## src/rtl/exc_entry_pkg.sv

```systemverilog
package exc_entry_pkg;
   typedef enum logic [1:0] {
      VEC_KERNEL = 2'd0,
      VEC_USER   = 2'd1,
      VEC_DOUBLE = 2'd2,
      VEC_DEBUG  = 2'd3
   } vec_e;

   typedef enum logic [1:0] {
      EV_NONE = 2'd0,
      EV_GEN  = 2'd1,
      EV_DBG  = 2'd2
   } ev_e;
endpackage

```

## src/rtl/exc_entry_arb.sv

```systemverilog
module exc_entry_arb
   import exc_entry_pkg::*;
#(
   parameter int ILVL_W      = 4,
   parameter int DEBUG_LEVEL = 6
) (
   input  logic              exc_req,
   input  logic              dbg_req,
   input  logic              excm,
   input  logic              um,
   input  logic [ILVL_W-1:0] ilvl,
   output ev_e               ev,
   output vec_e              vec
);
   localparam logic [ILVL_W-1:0] DBG_LVL = ILVL_W'(DEBUG_LEVEL);

   logic dbg_ok;
   assign dbg_ok = dbg_req && (ilvl < DBG_LVL);

   always_comb begin
      ev  = EV_NONE;
      vec = VEC_KERNEL;
      if (dbg_ok) begin
         ev  = EV_DBG;
         vec = VEC_DEBUG;
      end else if (exc_req) begin
         ev = EV_GEN;
         if (excm)    vec = VEC_DOUBLE;
         else if (um) vec = VEC_USER;
         else         vec = VEC_KERNEL;
      end
   end
endmodule

```

## src/rtl/exc_entry_psnext.sv

```systemverilog
module exc_entry_psnext
   import exc_entry_pkg::*;
#(
   parameter int PS_W        = 8,
   parameter int ILVL_W      = 4,
   parameter int EXCM_BIT    = 4,
   parameter int DEBUG_LEVEL = 6
) (
   input  ev_e             ev,
   input  logic [PS_W-1:0] ps_cur,
   input  logic            ps_load,
   input  logic [PS_W-1:0] ps_load_val,
   output logic [PS_W-1:0] ps_nxt
);
   localparam logic [ILVL_W-1:0] DBG_LVL = ILVL_W'(DEBUG_LEVEL);

   always_comb begin
      ps_nxt = ps_cur;
      case (ev)
         EV_GEN: ps_nxt[EXCM_BIT] = 1'b1;
         EV_DBG: begin
            ps_nxt[ILVL_W-1:0] = DBG_LVL;
            ps_nxt[EXCM_BIT]   = 1'b1;
         end
         default: if (ps_load) ps_nxt = ps_load_val;
      endcase
   end
endmodule

```

## src/rtl/exc_entry_ctrl.sv

```systemverilog
module exc_entry_ctrl
   import exc_entry_pkg::*;
#(
   parameter int XLEN        = 32,
   parameter int CAUSE_W     = 6,
   parameter int DCAUSE_W    = 6,
   parameter int PS_W        = 8,
   parameter int ILVL_W      = 4,
   parameter int EXCM_BIT    = 4,
   parameter int UM_BIT      = 5,
   parameter int DEBUG_LEVEL = 6,
   parameter bit HAS_DEPC    = 1'b1
) (
   input  logic                clk,
   input  logic                rst_n,
   input  logic                exc_req,
   input  logic [CAUSE_W-1:0]  exc_cause,
   input  logic                exc_vaddr_vld,
   input  logic [XLEN-1:0]     exc_vaddr,
   input  logic [XLEN-1:0]     fault_pc,
   input  logic                dbg_req,
   input  logic [DCAUSE_W-1:0] dbg_cause,
   input  logic                ps_load,
   input  logic [PS_W-1:0]     ps_load_val,
   output logic                vec_valid,
   output logic [1:0]          vec_id,
   output logic [PS_W-1:0]     ps,
   output logic [XLEN-1:0]     epc1,
   output logic [XLEN-1:0]     epc_dbg,
   output logic [XLEN-1:0]     depc,
   output logic [PS_W-1:0]     eps_dbg,
   output logic [CAUSE_W-1:0]  exccause,
   output logic [XLEN-1:0]     excvaddr,
   output logic [DCAUSE_W-1:0] debugcause
);
   // elaboration-time parameter checks
   if (DEBUG_LEVEL < 2 || DEBUG_LEVEL > 6) begin : g_bad_level
      $error("DEBUG_LEVEL must lie in 2..6");
   end
   if ((1 << ILVL_W) <= DEBUG_LEVEL) begin : g_bad_ilvl
      $error("ILVL_W too narrow for DEBUG_LEVEL");
   end
   if (EXCM_BIT < ILVL_W || UM_BIT < ILVL_W || EXCM_BIT == UM_BIT ||
       EXCM_BIT >= PS_W || UM_BIT >= PS_W) begin : g_bad_layout
      $error("status word field layout overlaps or overflows");
   end

   ev_e             ev;
   vec_e            vec;
   logic [PS_W-1:0] ps_q, ps_d;
   logic            gen_take, dbg_take, epc1_we;

   exc_entry_arb #(.ILVL_W(ILVL_W), .DEBUG_LEVEL(DEBUG_LEVEL)) u_arb (
      .exc_req (exc_req),
      .dbg_req (dbg_req),
      .excm    (ps_q[EXCM_BIT]),
      .um      (ps_q[UM_BIT]),
      .ilvl    (ps_q[ILVL_W-1:0]),
      .ev      (ev),
      .vec     (vec)
   );

   exc_entry_psnext #(.PS_W(PS_W), .ILVL_W(ILVL_W), .EXCM_BIT(EXCM_BIT),
                      .DEBUG_LEVEL(DEBUG_LEVEL)) u_psn (
      .ev          (ev),
      .ps_cur      (ps_q),
      .ps_load     (ps_load),
      .ps_load_val (ps_load_val),
      .ps_nxt      (ps_d)
   );

   assign gen_take = (ev == EV_GEN);
   assign dbg_take = (ev == EV_DBG);
   assign epc1_we  = gen_take && (!ps_q[EXCM_BIT] || !HAS_DEPC);

   always_ff @(posedge clk or negedge rst_n) begin
      if (!rst_n) begin
         ps_q       <= '0;
         vec_valid  <= 1'b0;
         vec_id     <= '0;
         epc1       <= '0;
         epc_dbg    <= '0;
         eps_dbg    <= '0;
         exccause   <= '0;
         excvaddr   <= '0;
         debugcause <= '0;
      end else begin
         ps_q      <= ps_d;
         vec_valid <= gen_take || dbg_take;
         if (gen_take || dbg_take) vec_id <= vec;
         if (epc1_we) epc1 <= fault_pc;
         if (gen_take) begin
            exccause <= exc_cause;
            if (exc_vaddr_vld) excvaddr <= exc_vaddr;
         end
         if (dbg_take) begin
            debugcause <= dbg_cause;
            epc_dbg    <= fault_pc;
            eps_dbg    <= ps_q;
         end
      end
   end

   if (HAS_DEPC) begin : g_depc
      logic [XLEN-1:0] depc_q;
      always_ff @(posedge clk or negedge rst_n) begin
         if (!rst_n)                         depc_q <= '0;
         else if (gen_take && ps_q[EXCM_BIT]) depc_q <= fault_pc;
      end
      assign depc = depc_q;
   end else begin : g_no_depc
      assign depc = '0;
   end

   assign ps = ps_q;
endmodule

```

## config.mk

```make
export PLATFORM = sky130hd
export DESIGN_NAME = exc_entry_ctrl
export DESIGN_NICKNAME = d
export VERILOG_FILES = /design/src/rtl/exc_entry_pkg.sv /design/src/rtl/exc_entry_arb.sv /design/src/rtl/exc_entry_psnext.sv /design/src/rtl/exc_entry_ctrl.sv
export SDC_FILE = /design/constraint.sdc
export NUM_CORES = 1
export LEC_CHECK = 0
export ABC_AREA = 1
export BUFFER_PORTS_ARGS = -buffer_cell sky130_fd_sc_hd__buf_2
export CORE_ASPECT_RATIO = 2
export CORE_MARGIN = 8
export CORE_UTILIZATION = 49
export DETAILED_ROUTE_END_ITERATION = 7
export GPL_TIMING_DRIVEN = 0
export PLACE_DENSITY = 0.77
export SLEW_MARGIN = 25
export SYNTH_ARGS = -nofsm -noshare
export SYNTH_HDL_FRONTEND = slang
export SYNTH_SLANG_ARGS = --single-unit
```

## constraint.sdc

```tcl
create_clock -name clk -period 1.3 [get_ports clk]
set_input_delay 0.26 -clock clk [delete_from_list [all_inputs] [get_ports clk]]
set_output_delay 0.26 -clock clk [all_outputs]
set_load 0.02 [all_outputs]
```

==> summary by stage, run 1 <==
Synth
The number of different library cells used by synthesis comes to 15. The leading cell type by number of instances after synthesis is sky130_fd_sc_hd__nand2_1. In this run, synthesis produced a sequential element count of 159. The number of enable-type register cells in the synthesized netlist is 0. The register area share after synthesis is 62.2%. The number of warnings reported in the yosys synthesis log is 0. The post-synthesis instance total is 701. The post-synth net total is 791. The most used flip-flop cell after synthesis is sky130_fd_sc_hd__dfrtp_1. Summing every instance area after synthesis gives 6390 µm². By area the synthesized netlist is led by sky130_fd_sc_hd__dfrtp_1 (62%), sky130_fd_sc_hd__nand2_1 (21%), sky130_fd_sc_hd__nand4_1 (9.7%), sky130_fd_sc_hd__buf_2 (2.0%), sky130_fd_sc_hd__nand3_1 (1.4%). sky130_fd_sc_hd__dfrtp_1 takes more of the synthesized area than any other cell. After synthesis, the mean cell area works out to 9.12 µm². After synthesis, the most frequently instantiated cells are sky130_fd_sc_hd__nand2_1 (353), sky130_fd_sc_hd__dfrtp_1 (159), sky130_fd_sc_hd__nand4_1 (99), sky130_fd_sc_hd__buf_2 (26), sky130_fd_sc_hd__nand3_1 (18). In this run the biggest area consumer among cell types represents 62.2% of the synthesized area. The share of synthesized registers carrying an async set or reset is 100%.

Drt
For this run, design rule violations remaining after detail routing come to 0. The final wirelength is 20,200 µm. The number of detailed-route iterations in the first pass is 5.

The vias after detailed routing is 5,982. The remaining antenna violation count after routing is 0. Dividing the detail-routed wire length by the instance count gives 17.7 µm. The DRC marker count from the first detailed-route iteration is 238.

Using the TritonRoute via totals, the vias-per-cell ratio works out to 5.24.

Floorplan
The die outline width is 96.8 µm. The die covers 17,200 µm². For this design the top-level I/O count stands at 249.

The core box area is 12,800 µm². The initial utilization of the core area, before any placement, comes to 49.8%. The y dimension of the die is 178 µm. The floorplan has 59 rows.

Worst hold path
The endpoint of the worst hold path is debugcause[3]. The cell depth of the worst hold path is 3. The critical hold path startpoint is dbg_cause[3]. The tightest min-delay check is of the primary input to flop type.

Critical path
The kind of cell with the highest combined delay along the critical path is flip-flops. Counting stages on the worst path, the most repeated cell is sky130_fd_sc_hd__buf_6. The worst register-to-register path begins at ps[1].

STA classifies the critical path endpoint as a primary output. For this run, the slowest stage of the critical path takes 0.40 ns. The worst register-to-register path has a depth of 7. Together, buffers and inverters on the worst path number 2.

Data on the critical path arrives at its endpoint at 1.07 ns. The setup slack on the worst flop-to-flop path is -0.03 ns. STA classifies the critical path startpoint as a flop. By startpoint and endpoint, the worst setup path is classified as flop to primary output.

The endpoint of the worst register-to-register path is epc1[2]. The data required time at the worst endpoint is 1.04 ns. The critical-path maximum fanout is 2. The signal on the critical path passes through buf_6, buf_6. On the critical path, the stage with the largest delay is an instance of sky130_fd_sc_hd__dfrtp_1.

STA
The normalized max-slew margin is 55.1%. Setup violations remaining at the end of the flow were counted as 42. The measured slew at the worst slew-check pin is 0.673 ns. The accumulated negative setup slack is -0.556 ns. For this run, the top clock speed supported by timing is 753 MHz. The ratio of final minimum period to clock period is 102%. The final max-slew violation count is 0. The maximum clock skew at final layout is 0.0115 ns. The time the final worst path needs with I/O delays and setup is 1.33 ns.

Setup repair after global routing could not meet its margin everywhere. In the post-route analysis, the smallest setup slack over all paths is -0.0286 ns. The number of hold violations in the final report came to 0.

Clock tree
The clock tree from TritonCTS is yes. The tree is rooted in a sky130_fd_sc_hd__clkbuf_16. Clock-pin slew was measured on the worst setup and hold paths at 0.07 ns. The number of buffers inserted during clock tree synthesis is 17. The clock net in this run drives a total of 159 sinks. The buffer levels on the longest clock path is 2. At the later pin of the worst-skew pair, clock insertion delay measures 0.41 ns.

The depth of the CTS H-tree is 4.

Job
The number of max-cap violations is 0.

Placed design
After legalization and detailed placement, the total HPWL measured 14,600 µm. The number of placed instances with taps included is 1,100. Routability-driven placement finished with a final weighted congestion of 0.840. The count of buffers from port buffering is 246. Once placement finished, the instance area stood at 7850 µm².

Run status
The run finished, with violations left. The checks that failed: setup timing.

Power and ir drop
For this design the ratio of total power to cell area is 2150 nW/µm². IR analysis of the VDD net gives a maximum drop of 0.00136 V. In this run the static leakage power is 4.99 nW.

Cells and area
The fraction of layout cells with a size suffix above 1 is 34.8%. After filler insertion, the fill cell instance count of the layout stands at 1,097. The non-filler instance count after layout is 1,141.

The final layout contains 1,067 nets. The number of antenna diodes in the final layout is 0. The final standard cell area without fillers is 8810 µm². From synthesis to final layout, the design area changed by 37.9%.

Global route
The initial antenna violation count is 0. The first global-routing pass estimated 32,200 µm of wire. The remaining global-route overflow is 0. The combined global-route utilization of all metal layers is 23.2%. The number of global-route vias before repair is 6,130. Entering global routing, the biggest net connects 88 pins.
## registers in the layout, indices dropped and copies added, names as in the netlist
name	count
vec_id	2
eps_dbg	8
vec_valid	1
depc	32
debugcause	6
excvaddr	32
exccause	6
epc1	32
ps	8
epc_dbg	32
## placed cells by master (no fill, tap or decap), types with 5 or more instances in the layout
cell                        instances
sky130_fd_sc_hd__clkbuf_4           8
sky130_fd_sc_hd__nand3_2            7
sky130_fd_sc_hd__buf_2            247
sky130_fd_sc_hd__nand2_2            5
sky130_fd_sc_hd__dfrtp_1          159
sky130_fd_sc_hd__clkbuf_1          13
sky130_fd_sc_hd__nand4_1           99
sky130_fd_sc_hd__clkbuf_16         20
sky130_fd_sc_hd__buf_6             21
sky130_fd_sc_hd__nand3_1           10
sky130_fd_sc_hd__buf_4              8
sky130_fd_sc_hd__nand2_1          348
## per-stage QoR
step	hold slack [ns]	setup slack [ns]	utilization, %	total power (W)
4_1_cts	0.0202	-0.0365	67.0	0.0189
5_1_grt	0.0336	-0.0938	68.6	0.0200
3_3_place_gp	0.449	-2.40	60.8	0.0136
3_5_place_dp	0.314	-0.197	61.1	0.0138
6_report	0.0331	-0.0286	68.6	0.0189
2_1_floorplan	-0.0356	0.00996	-	0.0111
## repair_timing
item / 4_1_cts / 5_1_grt
hold buffers: 1 / 0
cloned: 0 / 3
hold endpoints to repair: 86 / 0
gates resized for setup: 40 / 45
endpoints found under the setup margin: 159 / 225
buffers inserted: 7 / 0
pin swaps: 1 / 14
## routing by layer
| metal | share of wire [%] | up-vias | global-route usage, % |
|---|---|---|---|
| met5 | 0 | - | 0 |
| met3 | 9.6 | 22 | 9.63 |
| met4 | 1.5 | 0 | 6.84 |
| met2 | 48 | 237 | 36.4 |
| met1 | 41 | 2874 | 28.5 |
| li1 | - | 2849 | - |
## report_power, final
part | switching [W] | leakage (nW) | internal (W) | total (W)
Combinational | 0.00441 | 2.77 | 0.00232 | 0.00673
Sequential | 0.000859 | 1.96 | 0.00648 | 0.00734
Clock | 0.00202 | 0.264 | 0.00284 | 0.00486
Total | 0.00729 | 4.99 | 0.0116 | 0.0189
## worst register-to-register path: stages (launching register included)
cell and delay [ns]:
sky130_fd_sc_hd__dfrtp_1 0.40, sky130_fd_sc_hd__nand2_2 0.08, sky130_fd_sc_hd__nand3_4 0.12, sky130_fd_sc_hd__buf_8 0.18, sky130_fd_sc_hd__buf_12 0.15, sky130_fd_sc_hd__clkbuf_16 0.16
sky130_fd_sc_hd__nand4_1 0.07, sky130_fd_sc_hd__nand2_1 0.06
## worst max path at each step
stage / depth (start not counted) / slack (ns) / to / start
3_5_place_dp: 7 / -0.20 / epc_dbg[30] / ps[1]
2_1_floorplan: 7 / 0.01 / eps_dbg[2] / ps[1]
5_1_grt: 7 / -0.09 / excvaddr[20] / ps[1]
4_1_cts: 2 / -0.04 / ps[1] / ps[1]
6_report: 2 / -0.03 / ps[1] / ps[1]
3_3_place_gp: 1 / -2.40 / exccause[1] / rst_n
## kinds of logic after synthesis
family | synth area share, %
and+or+nand+nor | 32.2
buffers and inverters | 5.23
DFF | 62.2
AOI/OAI and AO/OA | 0.313
## cell type report
type	instances	area [µm²]	area share [%]
flip-flops and latches	159	3980	45.1
well taps	152	190	2.16
clock inverters	11	134	1.52
inverters	7	33.8	0.383
repair buffers	258	1440	16.4
plain buffers	55	450	5.11
multi-input cells	479	2150	24.4
clock buffers	20	437	4.95
(Power assumes the default switching activity.)
==> run 2: changes to the inputs <==
--- a/config.mk
+++ b/config.mk
@@ -7,8 +7,6 @@
 export LEC_CHECK = 0
 export ABC_AREA = 1
 export BUFFER_PORTS_ARGS = -buffer_cell sky130_fd_sc_hd__buf_2
-export CORE_ASPECT_RATIO = 2
-export CORE_MARGIN = 8
 export CORE_UTILIZATION = 49
 export DETAILED_ROUTE_END_ITERATION = 7
 export GPL_TIMING_DRIVEN = 0
==> summary by stage, run 2 (synthesized netlist as in run 1, its figures left out) <==
Critical path
The worst setup path is captured at a flop. For the worst setup path, the data arrival time is 1.70 ns. The data required time at the worst endpoint is 1.62 ns. The critical-path maximum fanout is 10. The most frequent cell on the critical path is sky130_fd_sc_hd__nand2_1. The worst setup path is launched from a flop. The worst setup path is of the flop to flop kind. The delay of the slowest critical-path stage is 0.40 ns. The critical path goes through nand2_2, nand3_4, buf_8, clkbuf_16, buf_6, nand2_1, nand2_1.

For this design, the slowest cell found on the critical path is sky130_fd_sc_hd__dfrtp_1.

STA
Setup repair after global routing could not meet its margin everywhere. The time the final worst path needs with I/O delays and setup is 1.38 ns. The number of hold violations in the final report came to 0. Based on the critical path, the design can be clocked at up to 723 MHz. Once routing completed, OpenROAD measured the worst setup slack at -0.0826 ns. The normalized max-slew margin is 62.9%. The measured slew at the worst slew-check pin is 0.556 ns. The worst path uses 106% of the clock period. For the final database, setup skew stands at 0.0112 ns. The final max-slew violation count is 0. Setup violations remaining at the end of the flow were counted as 126.

Drt
The average wire per cell in the routed design is 16.7 µm. The vias after detailed routing is 6,045. The count of nets left with antenna violations once routing finished came out at 0.

The first detailed-routing pass ran for 5 iterations. The DRC marker count from the first detailed-route iteration is 455. In the routed design, unresolved DRC markers number 0.

The via density per instance is 5.19. For this block, the routed nets add up to 19,400 µm of wire.

Cells and area
The number of fill cells in the layout is 1,054. The flip-flop and latch area is 3980 µm². The area added between synthesis and finish is 39.5%. The area of the multi-input gates is 2140 µm². 0 antenna diodes ended up in the layout. The leading cell type in the layout, fill and taps excluded is sky130_fd_sc_hd__nand2_1. Cells with a size suffix above 1 make up 34.3% of the layout. Leaving out fill and tap cells, the most frequent cells in the layout are sky130_fd_sc_hd__nand2_1 (349), sky130_fd_sc_hd__buf_2 (248), sky130_fd_sc_hd__dfrtp_1 (159). The non-filler instance count after layout is 1,164. After the last flow step, the layout net total stands at 1,069.

Floorplan
For this configuration, the core starts out at a cell density of 50.4%. In this run the standard cell core region covers 12,700 µm². The die is 116 µm wide. The number of I/O pins is 249. In this run the vertical extent of the chip is 116 µm.

The die covers 13,500 µm². The number of placement rows is 41.

Run status
The final reports fail on setup timing. The flow ran to the end, but the final reports show violations.

Clock tree
No sink is reached through more buffers than the 2 on the longest clock path. TritonCTS created 17 clock buffers. The buffer cell driving the clock tree root is sky130_fd_sc_hd__clkbuf_16. The clock drives 159 sinks. The depth of the CTS H-tree is 4.

The clock reaches the later pin of the worst-skew pair after 0.43 ns. The clock tree from TritonCTS is yes. Clock-pin slew was measured on the worst setup and hold paths at 0.06 ns.

Global route
The highest-utilization routing layer at the global route stage is met2. The largest net degree at the start of global routing is 82. The combined global-route utilization of all metal layers is 28.6%. The met2 usage in global routing is 45.2%.

The first-pass GRT wire length is 28,900 µm. The initial antenna violation count came to 0. In the global route stage, met3 resource usage came out at 5.55%. Summed over all layers, the global routing overflow is 0. The number of global-route vias before repair was 5,524.

Global routing used 38.9% of the available met1 tracks.

Placed design
The count of buffers from port buffering is 246. Before CTS, the worst setup slack after placement is -0.229 ns. Routability-driven placement finished with a final weighted congestion of 0.837.

Detailed placement ended at an HPWL of 13,100 µm. The number of placed instances with taps included is 1,120.

Power and ir drop
The analysis attributes to cell leakage a power of 5.06 nW. The worst-case IR drop observed on VDD is 0.00118 V. In this run the power density over the cells is 2130 nW/µm².

Job
Max-cap violations in this run came to 0.

Worst hold path
The path category of the worst min-delay check is primary input to flop.
==> run 2: path summary, 6_finish.rpt <==
path / depth (start not counted) / endpoint / slack (ns) / start
max: 7 / debugcause[2] / -0.08 / ps[1]
min: 3 / debugcause[3] / 0.02 / dbg_cause[3]
max reg2reg: 7 / debugcause[2] / -0.08 / ps[1]
min reg2reg: 2 / depc[22] / 0.46 / depc[22]
max in group asynchronous: 3 / epc1[22] / 0.19 / rst_n
min in group asynchronous: 2 / eps_dbg[2] / 0.39 / rst_n
==> run 2: power by group <==
part           internal, W  switching [W]
clock              0.00292        0.00191
combinational      0.00241        0.00444
sequential         0.00648       0.000844
total               0.0118        0.00719
==> run 2: critical path: cells and delay by family, from the launching register on <==
kind                   cells  cell delay, ns
DFF                        1            0.40
and+or+nand+nor            4            0.36
buffers and inverters      3            0.50
==> run 2: through the flow <==
| step | total power, W | hold WS [ns] | utilization, % | TNS [ns] | area, µm² |
|---|---|---|---|---|---|
| finish | 0.0190 | 0.0249 | 70.4 | -6.23 | 8920 |
| CTS | 0.0187 | 0.0216 | 68.2 | -7.14 | 8640 |
| floorplan | 0.0111 | -0.0356 | - | 0 | 6390 |
| detailed placement | 0.0137 | 0.291 | 62.2 | -19.45 | 7880 |
| global placement | 0.0135 | 0.449 | 61.9 | -393.24 | 7840 |
| global route | 0.0200 | 0.0428 | 70.4 | -12.88 | 8920 |
==> run 2: final cells by class <==
| cell class | count | share of cell area, % |
|---|---|---|
| Tap cell | 172 | 2.41 |
| Clock buffer | 26 | 5.37 |
| Buffer | 55 | 5.15 |
| Inverter | 7 | 0.435 |
| Timing Repair Buffer | 260 | 17.1 |
| Multi-Input combinational cell | 479 | 24.0 |
| Sequential cell | 159 | 44.6 |
| Clock inverter | 6 | 0.926 |
==> run 2: timing repair <==
item	in CTS	in global routing
gates cloned	1	6
setup buffers	3	2
endpoints found under the setup margin	161	238
hold buffers	1	0
gates resized for setup	46	37
pin swaps	1	11
hold endpoints to repair	80	0
==> run 2: layer usage <==
metal  vias to the layer above  part of all wire (%)  routed length, µm
li1                       2859                     -                  -
met1                      2933                    44               8480
met2                       218                    49               9450
met3                        35                   5.4               1040
met4                         0                   2.4                466
met5                         -                     0                  0
